### src/rtl/cs_pkg.sv
package cs_pkg;
    parameter int ADDR_W = 24;
    parameter int MASK_W = 11;
    parameter int FC_W   = 3;
    parameter int WAIT_W = 3;
    parameter int REG_W  = 16;
    localparam int LOW_BIT = ADDR_W - MASK_W;

    typedef struct packed {
        logic [MASK_W-1:0] base;
        logic [FC_W-1:0]   fc;
        logic              rwq;
        logic              en;
    } base_t;

    typedef struct packed {
        logic [MASK_W-1:0] mask;
        logic              cfc;
        logic              rwc;
        logic [WAIT_W-1:0] ws;
    } opt_t;

    localparam base_t BOOT_BASE = '{base: '0, fc: 3'b110, rwq: 1'b0, en: 1'b1};
    localparam opt_t  BOOT_OPT  = '{mask: '1, cfc: 1'b1, rwc: 1'b0, ws: 3'd6};
    localparam base_t OFF_BASE  = '{base: '0, fc: '0, rwq: 1'b0, en: 1'b0};
    localparam opt_t  OFF_OPT   = '{mask: '0, cfc: 1'b0, rwc: 1'b0, ws: '0};

    // word address of the fixed configuration register (byte 0x0000F2)
    localparam logic [ADDR_W-1:0] RSV_ADDR = 24'h0000F2;

    function automatic logic chan_hit(base_t b, opt_t o, logic [ADDR_W-1:0] a,
                                      logic [FC_W-1:0] f, logic rd);
        logic win_ok, fc_ok, rw_ok;
        win_ok = (((a[ADDR_W-1:LOW_BIT] ^ b.base) & o.mask) == '0);
        fc_ok  = !o.cfc || (f == b.fc);
        rw_ok  = !o.rwc || (rd == b.rwq);
        return b.en && win_ok && fc_ok && rw_ok;
    endfunction

    function automatic logic is_reserved(logic [ADDR_W-1:0] a);
        return a[ADDR_W-1:1] == RSV_ADDR[ADDR_W-1:1];
    endfunction
endpackage

### src/rtl/cs_regs.sv
module cs_regs
    import cs_pkg::*;
#(
    parameter int NUM_CH = 4,
    localparam int CH_W = (NUM_CH > 1) ? $clog2(NUM_CH) : 1
) (
    input  logic             clk,
    input  logic             rst,
    input  logic             we,
    input  logic [CH_W-1:0]  ch,
    input  logic             sel_opt,
    input  logic [REG_W-1:0] wdata,
    output base_t            base_q [NUM_CH],
    output opt_t             opt_q  [NUM_CH]
);
    for (genvar i = 0; i < NUM_CH; i++) begin : g_ch
        localparam base_t RST_B = (i == 0) ? BOOT_BASE : OFF_BASE;
        localparam opt_t  RST_O = (i == 0) ? BOOT_OPT  : OFF_OPT;
        logic hit_ch;
        assign hit_ch = we && (ch == CH_W'(i));

        always_ff @(posedge clk) begin
            if (rst) begin
                base_q[i] <= RST_B;
                opt_q[i]  <= RST_O;
            end else if (hit_ch) begin
                if (sel_opt) opt_q[i]  <= opt_t'(wdata);
                else         base_q[i] <= base_t'(wdata);
            end
        end
    end
endmodule

### src/rtl/cs_match.sv
module cs_match
    import cs_pkg::*;
#(
    parameter int NUM_CH = 4
) (
    input  base_t              base_q [NUM_CH],
    input  opt_t               opt_q  [NUM_CH],
    input  logic [ADDR_W-1:0]  addr,
    input  logic [FC_W-1:0]    fc,
    input  logic               rw,
    output logic [NUM_CH-1:0]  grant
);
    logic [NUM_CH-1:0] hit;
    logic              found;

    for (genvar i = 0; i < NUM_CH; i++) begin : g_hit
        assign hit[i] = chan_hit(base_q[i], opt_q[i], addr, fc, rw);
    end

    // lowest index wins; reserved word blocks every channel
    always_comb begin
        grant = '0;
        found = 1'b0;
        for (int i = 0; i < NUM_CH; i++) begin
            if (hit[i] && !found) begin
                grant[i] = 1'b1;
                found    = 1'b1;
            end
        end
        if (is_reserved(addr)) grant = '0;
    end
endmodule

### src/rtl/cs_chan.sv
module cs_chan
    import cs_pkg::*;
(
    input  logic              clk,
    input  logic              rst,
    input  logic              start,
    input  logic              win,
    input  logic              as_n,
    input  logic [WAIT_W-1:0] ws_cfg,
    output logic              sel,
    output logic              ack
);
    localparam logic [WAIT_W-1:0] CNT_MAX = '1;
    logic [WAIT_W-1:0] cnt;
    logic [WAIT_W-1:0] ws_q;

    always_ff @(posedge clk) begin
        if (rst || as_n) begin
            sel  <= 1'b0;
            cnt  <= '0;
            ws_q <= '0;
        end else if (start) begin
            sel  <= win;
            cnt  <= '0;
            ws_q <= ws_cfg;
        end else if (sel && cnt != CNT_MAX) begin
            cnt <= cnt + 1'b1;
        end
    end

    assign ack = sel && (cnt >= ws_q);

    assert_zero_wait_R4: assert property (@(posedge clk) disable iff (rst)
        (start && win && !as_n && ws_cfg == '0) |=> ack);
    assert_wait_delays_R4: assert property (@(posedge clk) disable iff (rst)
        (start && win && !as_n && ws_cfg != '0) |=> (sel && !ack));
endmodule

### src/rtl/cs_decoder.sv
module cs_decoder
    import cs_pkg::*;
#(
    parameter int NUM_CH = 4,
    localparam int CH_W = (NUM_CH > 1) ? $clog2(NUM_CH) : 1
) (
    input  logic              clk,
    input  logic              rst,
    input  logic              reg_we,
    input  logic [CH_W-1:0]   reg_ch,
    input  logic              reg_opt,
    input  logic [REG_W-1:0]  reg_wdata,
    input  logic [ADDR_W-1:0] addr,
    input  logic [FC_W-1:0]   fc,
    input  logic              rw,
    input  logic              as_n,
    output logic [NUM_CH-1:0] cs_n,
    output logic              dtack_n
);
    base_t             base_q [NUM_CH];
    opt_t              opt_q  [NUM_CH];
    logic [NUM_CH-1:0] grant;
    logic [NUM_CH-1:0] sel;
    logic [NUM_CH-1:0] ack;
    logic              busy;
    logic              start;

    cs_regs #(.NUM_CH(NUM_CH)) u_regs (
        .clk(clk), .rst(rst), .we(reg_we), .ch(reg_ch), .sel_opt(reg_opt),
        .wdata(reg_wdata), .base_q(base_q), .opt_q(opt_q)
    );

    cs_match #(.NUM_CH(NUM_CH)) u_match (
        .base_q(base_q), .opt_q(opt_q), .addr(addr), .fc(fc), .rw(rw),
        .grant(grant)
    );

    always_ff @(posedge clk) begin
        if (rst) busy <= 1'b0;
        else     busy <= !as_n;
    end

    assign start = !as_n && !busy;

    for (genvar i = 0; i < NUM_CH; i++) begin : g_chan
        cs_chan u_chan (
            .clk(clk), .rst(rst), .start(start), .win(grant[i]), .as_n(as_n),
            .ws_cfg(opt_q[i].ws), .sel(sel[i]), .ack(ack[i])
        );
    end

    assign cs_n    = ~sel;
    assign dtack_n = ~|ack;

    assert_single_select_R5: assert property (@(posedge clk) disable iff (rst)
        $onehot0(~cs_n));
    assert_release_R9: assert property (@(posedge clk) disable iff (rst)
        $past(as_n) |-> (&cs_n && dtack_n));
    assert_reserved_R6: assert property (@(posedge clk) disable iff (rst)
        (start && is_reserved(addr)) |=> &cs_n);
    assert_hold_R10: assert property (@(posedge clk) disable iff (rst)
        ($past(busy) && !$past(as_n)) |-> $stable(cs_n));
    assert_ack_needs_select_R8: assert property (@(posedge clk) disable iff (rst)
        !dtack_n |-> !(&cs_n));
endmodule

### config.mk
export PLATFORM = sky130hd
export DESIGN_NAME = cs_decoder
export DESIGN_NICKNAME = d
export VERILOG_FILES = /design/src/rtl/cs_pkg.sv /design/src/rtl/cs_regs.sv /design/src/rtl/cs_match.sv /design/src/rtl/cs_chan.sv /design/src/rtl/cs_decoder.sv
export SDC_FILE = /design/constraint.sdc
export NUM_CORES = 1
export LEC_CHECK = 0
export BUFFER_PORTS_ARGS = -buffer_cell sky130_fd_sc_hd__buf_2
export CORE_ASPECT_RATIO = 1.5
export CORE_MARGIN = 2
export CORE_UTILIZATION = 40
export CTS_CLUSTER_SIZE = 10
export DETAILED_ROUTE_END_ITERATION = 8
export HOLD_SLACK_MARGIN = 0.03
export SLEW_MARGIN = 0
export SYNTH_ARGS = -nofsm -noshare
export SYNTH_HDL_FRONTEND = slang
export SYNTH_SLANG_ARGS = --single-unit
### constraint.sdc
create_clock -name clk -period 2.05 [get_ports clk]
set_input_delay 0 -clock clk [delete_from_list [all_inputs] [get_ports clk]]
set_output_delay 0 -clock clk [all_outputs]
set_load 0.02 [all_outputs]
Word-level counts from Yosys, hierarchy flattened
Index checks and enable logic that the tools add are counted.
{"block": "word_totals", "wordCells": 152, "latchBits": 0, "n_memories": 0, "ff_bits": 157, "in_bits": 51, "ramBits": 0, "romBits": 0}
{"block": "classes", "n_bitwise": 10, "n_mux": 7, "n_eq_ne": 16, "n_shift": 0, "mul": 0, "n_reduce_logical": 66, "div_mod_pow": 0, "magnitude_cmp": 4, "addsub": 4}
{"operator": "AND 11 bit", "n": 4}
{"operator": "zero test 11 bit", "n": 4}
{"operator": "bitwise XOR 11 bit", "n": 4}
{"operator": "logical AND 1 bit", "n": 28}
{"operator": "== test 23 x 7 -> 1 bit (second input constant)", "n": 1}
{"operator": "AND reduction 2 bit", "n": 8}
{"operator": "zero test 1 bit", "n": 14}
{"operator": "adder 3 x 1 -> 3 bit (second input constant)", "n": 4}
{"operator": "== test 3 bit", "n": 4}
{"operator": "greater-or-equal comparator 3 bit", "n": 4}
{"operator": "!= test 3 bit (second input constant)", "n": 4}
{"operator": "logical OR 1 bit", "n": 9}
{"operator": "two-way mux 1 bit", "n": 6}
{"operator": "== test 1 bit", "n": 4}
{"operator": "== test 2 bit (second input constant)", "n": 2}
{"operator": "two-way mux 4 bit", "n": 1}
{"operator": "NOT 4 bit", "n": 1}
{"operator": "OR reduction 4 bit", "n": 1}
{"operator": "== test 2 x 1 -> 1 bit (second input constant)", "n": 1}
{"operator": "zero test 2 bit", "n": 1}
{"operator": "OR reduction 2 bit", "n": 1}
{"operator": "NOT 1 bit", "n": 1}

Logic depth before layout (Yosys ltp)
{"block": "logic_depth", "word_depth": 17, "depth_mapped": 7, "ltp_nobuf": 7}

By module
A second synthesis with hierarchy kept.
{"block": "hier_totals", "hier_cells": 742, "hier_area_um2": 7548.5}
{"mod": "cs_regs", "cells_per_inst": 462, "n_inst": 1, "area_each_um2": 5061.1}
{"mod": "cs_chan", "cells_per_inst": 37, "n_inst": 4, "area_each_um2": 366.6}
{"mod": "cs_match", "cells_per_inst": 124, "n_inst": 1, "area_each_um2": 965.9}
{"mod": "cs_decoder", "cells_per_inst": 8, "n_inst": 1, "area_each_um2": 55.1}

Worst setup path before layout
OpenSTA, ideal clock, no wires.
{"block": "synth_timing", "kind": "register to register", "startpoint": "register u_regs.base_q[11] (netlist name)", "endpoint": "register g_chan[3].u_chan.sel", "setup_slack_ns": 0.539, "t_arrival_ns": 1.452, "path_stages_with_launch": 7, "t_required_ns": 1.991, "cell_sequence": "dfxtp_1 > xor2_1 > a22o_1 > a221oi_2 > nand4_1 > a2111oi_1 > a31o_1"}
{"block": "synth_via", "elab_chain_len": 9}
{"element": "bitwise XOR 11 bit", "line_no": "cs_pkg.sv:34", "rtl": "win_ok = (((a[ADDR_W-1:LOW_BIT] ^ b.base) & o.mask) == '0);"}
{"element": "AND 11 bit", "line_no": "cs_pkg.sv:34"}
{"element": "zero test 11 bit", "line_no": "cs_pkg.sv:34"}
{"element": "logical AND 1 bit (3 in a row)", "line_no": "cs_pkg.sv:37", "rtl": "return b.en && win_ok && fc_ok && rw_ok;"}
{"element": "logical AND 1 bit", "line_no": "cs_match.sv:25", "rtl": "if (hit[i] && !found) begin"}
{"element": "two-way mux 1 bit", "line_no": "cs_match.sv:25"}
{"element": "two-way mux 4 bit", "line_no": "cs_match.sv:30", "rtl": "if (is_reserved(addr)) grant = '0;"}
{"element": "to (signal assigned)", "line_no": "cs_chan.sv:23", "rtl": "sel <= win;"}
{"element": "to (decl)", "line_no": "cs_chan.sv:10", "rtl": "output logic sel,"}
Every way passes these cells.
A chain may end at the register's enable or synchronous reset.

Final worst setup path
{"block": "layout_timing", "startpoint": "register g_chan[3].u_chan.cnt[0]", "endpoint": "output port dtack_n"}
{"block": "layout_via", "elab_chain_len": 4}
{"element": "from (decl)", "line_no": "cs_chan.sv:14", "rtl": "logic [WAIT_W-1:0] cnt;"}
{"element": "from (signal assigned)", "line_no": "cs_chan.sv:27", "rtl": "cnt <= cnt + 1'b1;"}
{"element": "greater-or-equal comparator 3 bit", "line_no": "cs_chan.sv:31", "rtl": "assign ack = sel && (cnt >= ws_q);"}
{"element": "logical AND 1 bit", "line_no": "cs_chan.sv:31"}
{"element": "OR reduction 4 bit", "line_no": "cs_decoder.sv:53", "rtl": "assign dtack_n = ~|ack;"}
{"element": "zero test 1 bit", "line_no": "cs_decoder.sv:53"}
{"element": "to (decl)", "line_no": "cs_decoder.sv:18", "rtl": "output logic dtack_n"}
Every way passes these cells.

==> results.json <==
{
  "status": "complete, no violations",
  "yosys.area.top_type_share_pct": 45.4,
  "timing.critical_path.cells": "inv_1 > ha_1 > nand2b_1 > a21oi_1 > nor2b_1 > o21ai_0 > o2111a_1 > buf_2",
  "synthArstFlopShare_pct": 0,
  "tritoncts_clock_tree": "built",
  "initial_core_util_pct": 41.2,
  "tritoncts_buffer_count": 17,
  "clk_latency_ps": 430,
  "largest_net_degree_at_the_start_of_global_routing": 129,
  "synth.yosys.warnings": 0,
  "edff_count_synth": 0,
  "drt-initial-drc-count": 348,
  "timing_max_transition_violations_final": 0,
  "timing.max_slew.rel_slack_pct": 51.8,
  "wire_per_inst_um": 16.2,
  "critical_path.slowest_cell": "sky130_fd_sc_hd__dfxtp_2",
  "post_synth_instance_area_um2": 6930,
  "yosys-top-cells-area": "sky130_fd_sc_hd__dfxtp_1 45%, sky130_fd_sc_hd__nand2_1 15%, sky130_fd_sc_hd__a21oi_1 8.5%, sky130_fd_sc_hd__xor2_1 6.4%, sky130_fd_sc_hd__ha_1 3.6%",
  "synthToLayoutAreaGrowth_pct": 17.0,
  "dominantRegCellSynth": "sky130_fd_sc_hd__dfxtp_1",
  "antenna_found_initial": 0,
  "finalHoldViolations": 0,
  "layout.cell_area.non_filler_um2": 8110,
  "design.core.area_um2": 16800,
  "layout-drive-gt1-share_pct": 12.5,
  "synth_most_common_cell": "sky130_fd_sc_hd__nand2_1",
  "finalSetupViolations": 0,
  "clkTransAtPathRegs_ps": 60,
  "critical_path_class": "reg2out",
  "rrSetupSlack_ps": 230,
  "cap_violations": 0,
  "worst_path_largest_cell_delay_ps": 350,
  "worst_clock_skew_ps": 8.27,
  "drt-vias-per-instance": 5.10,
  "timing.critical_path.fanout_max": 3,
  "finalCriticalPeriod_ps": 1940,
  "synthesis.area_per_instance_um2": 8.02,
  "clock_tree.buffer_depth": 2,
  "place_area_um2": 7310,
  "antenna_cells": 0,
  "fp.dieH_um": 165,
  "io_buffers": 54,
  "timing.setup.tns_ps": 0,
  "detailed_routing_iteration_count_for_the_pre_antenna_repair_pass": 5,
  "cts_post_setup_buffers_inserted": 0,
  "fin_nets": 976,
  "vdd_drop_max_uv": 488,
  "floorplan.io_pins": 56,
  "gpl.final_weighted_congestion": 0.799,
  "cts.htree.levels": 4,
  "finalHoldWorstSlack_ps": 71.5,
  "p_per_area_nw_per_um2": 850,
  "post-route-period-util_pct": 94.6,
  "global_route.usage.total_pct": 20.9,
  "clock.fmax_ghz": 0.515,
  "grt_pass1_wl_mm": 29.7,
  "startpoint_type": "flip-flop",
  "routed_wl_mm": 18.3,
  "placedCellCount": 1078,
  "final-instance-count-excl-fill": 1128,
  "rsz0062_at_grt": "false",
  "dp_hpwl_mm": 12.4,
  "tritoncts_num_sinks": 157,
  "cts_root_buf": "sky130_fd_sc_hd__clkbuf_16",
  "vias": 5756,
  "drc": 0,
  "fp.dieW_um": 111,
  "netlist-cell-type-count": 38,
  "data_arrival_time_of_the_critical_path_ps": 1940,
  "critPathCaptureType": "primary output",
  "global_route.overflow_total": 0,
  "postSynthRegisterBits": 157,
  "drtAntennaViolNets": 0,
  "synthesis.nets": 935,
  "design.die.area_um2": 18400,
  "timing.hold.worst.class": "in2reg",
  "leakage_nw": 3.09,
  "p_total_mw": 6.89,
  "critical_path_required_ps": 2050,
  "worst-slew-pin-transition_ps": 721,
  "std_cell_rows": 58,
  "number_of_standard_cells_after_synthesis": 864,
  "grt_pass1_vias": 5569,
  "synthDominantAreaCellType": "sky130_fd_sc_hd__dfxtp_1",
  "netlist_top_cells_count": "269 x sky130_fd_sc_hd__nand2_1, 157 x sky130_fd_sc_hd__dfxtp_1, 117 x sky130_fd_sc_hd__a21oi_1",
  "synth_seq_area_share_pct": 45.4
}
per-stage QoR:
step	setup slack (ps)	util, %
6_report	110	48.2
5_1_grt	4.92	48.2
4_1_cts	14.1	48.1
3_5_place_dp	335	43.4
3_3_place_gp	357	43.4
2_1_floorplan	539	-
final timing paths:
path | cells after the start | startpoint | end
worst min-delay path | 5 | addr[4] | g_chan[3].u_chan.sel
worst max-delay path | 8 | g_chan[3].u_chan.cnt[0] | dtack_n
worst max register to register | 6 | u_regs.base_q[46] | g_chan[1].u_chan.sel
worst min register to register | 2 | u_regs.opt_q[17] | u_regs.opt_q[17]
cell type report:
cell class / instances / area (um2)
Fill cell: 1684 / 8730
Multi-Input combinational cell: 623 / 3440
Sequential cell: 157 / 3150
Timing Repair Buffer: 89 / 593
Clock buffer: 19 / 453
Tap cell: 210 / 263
Clock inverter: 13 / 153
Inverter: 17 / 63.8
state kept, by name, indices dropped and copies added, names as in the netlist:
name	flops
u_regs.base_q	64
u_regs.opt_q	64
busy	1
g_chan.u_chan.ws_q	12
g_chan.u_chan.cnt	12
g_chan.u_chan.sel	4
cell usage in the layout, fill, tap and decap left out, types with 3 or more instances in the layout:
cell type                         n
sky130_fd_sc_hd__nor2_1          40
sky130_fd_sc_hd__dlygate4sd3_1   18
sky130_fd_sc_hd__clkinv_4         3
sky130_fd_sc_hd__dfxtp_2          4
sky130_fd_sc_hd__xor2_1          51
sky130_fd_sc_hd__xnor2_1         13
sky130_fd_sc_hd__o21ai_0          4
sky130_fd_sc_hd__nand3_1         10
sky130_fd_sc_hd__mux2i_1         20
sky130_fd_sc_hd__a21oi_1        116
sky130_fd_sc_hd__dfxtp_1        153
sky130_fd_sc_hd__buf_4           17
sky130_fd_sc_hd__nand2b_1         7
sky130_fd_sc_hd__inv_6            5
sky130_fd_sc_hd__buf_2           53
sky130_fd_sc_hd__inv_1           17
sky130_fd_sc_hd__nor2b_1          6
sky130_fd_sc_hd__clkbuf_16       17
sky130_fd_sc_hd__nor4_1           4
sky130_fd_sc_hd__ha_1            20
sky130_fd_sc_hd__a222oi_1         4
sky130_fd_sc_hd__nand2_1        269
sky130_fd_sc_hd__a22oi_1         14
sky130_fd_sc_hd__nand4_1          7
sky130_fd_sc_hd__clkinvlp_4       3
sky130_fd_sc_hd__nand3b_1        18
metal layers:
layer / GRT usage, % / wire length (um) / vias up
met1: 25.4 / 7970 / 2677
met3: 4.09 / 778 / 31
met2: 36.4 / 9100 / 148
met5: 0 / 0 / -
met4: 7.97 / 429 / 0
li1: - / - / 2900
timing repair:
item                                    CTS  global route
resized for setup                         2             6
endpoints found under the hold margin   132             0
hold buffers                             18             0
endpoints found under the setup margin    1             1
critical path, delay by kind of cell (launching register included):
family / cells / cell delay, ps
adder cells (fa/ha/maj): 1 / 250
AND/OR/NAND/NOR: 2 / 200
flip-flops: 1 / 350
AO/OA/AOI/OAI: 3 / 520
buffers and inverters: 2 / 210
power breakdown:
| part | internal [mW] | switching [mW] | total, mW |
|---|---|---|---|
| logic | 0.187 | 0.320 | 0.507 |
| registers | 3.11 | 0.0341 | 3.15 |
| clock network | 1.88 | 1.35 | 3.24 |
| total | 5.18 | 1.71 | 6.89 |
logic make-up after synthesis:
| group | Yosys count | share of synthesized area [%] |
|---|---|---|
| adder cells (fa/ha/maj) | 20 | 3.61 |
| multiplexers | 20 | 2.89 |
| flip-flops | 157 | 45.4 |
| buffers and inverters | 84 | 5.16 |
| AO/OA/AOI/OAI | 153 | 12.7 |
| XOR/XNOR | 64 | 8.09 |
| AND/OR/NAND/NOR | 366 | 22.1 |
(Power assumes the default switching activity.)
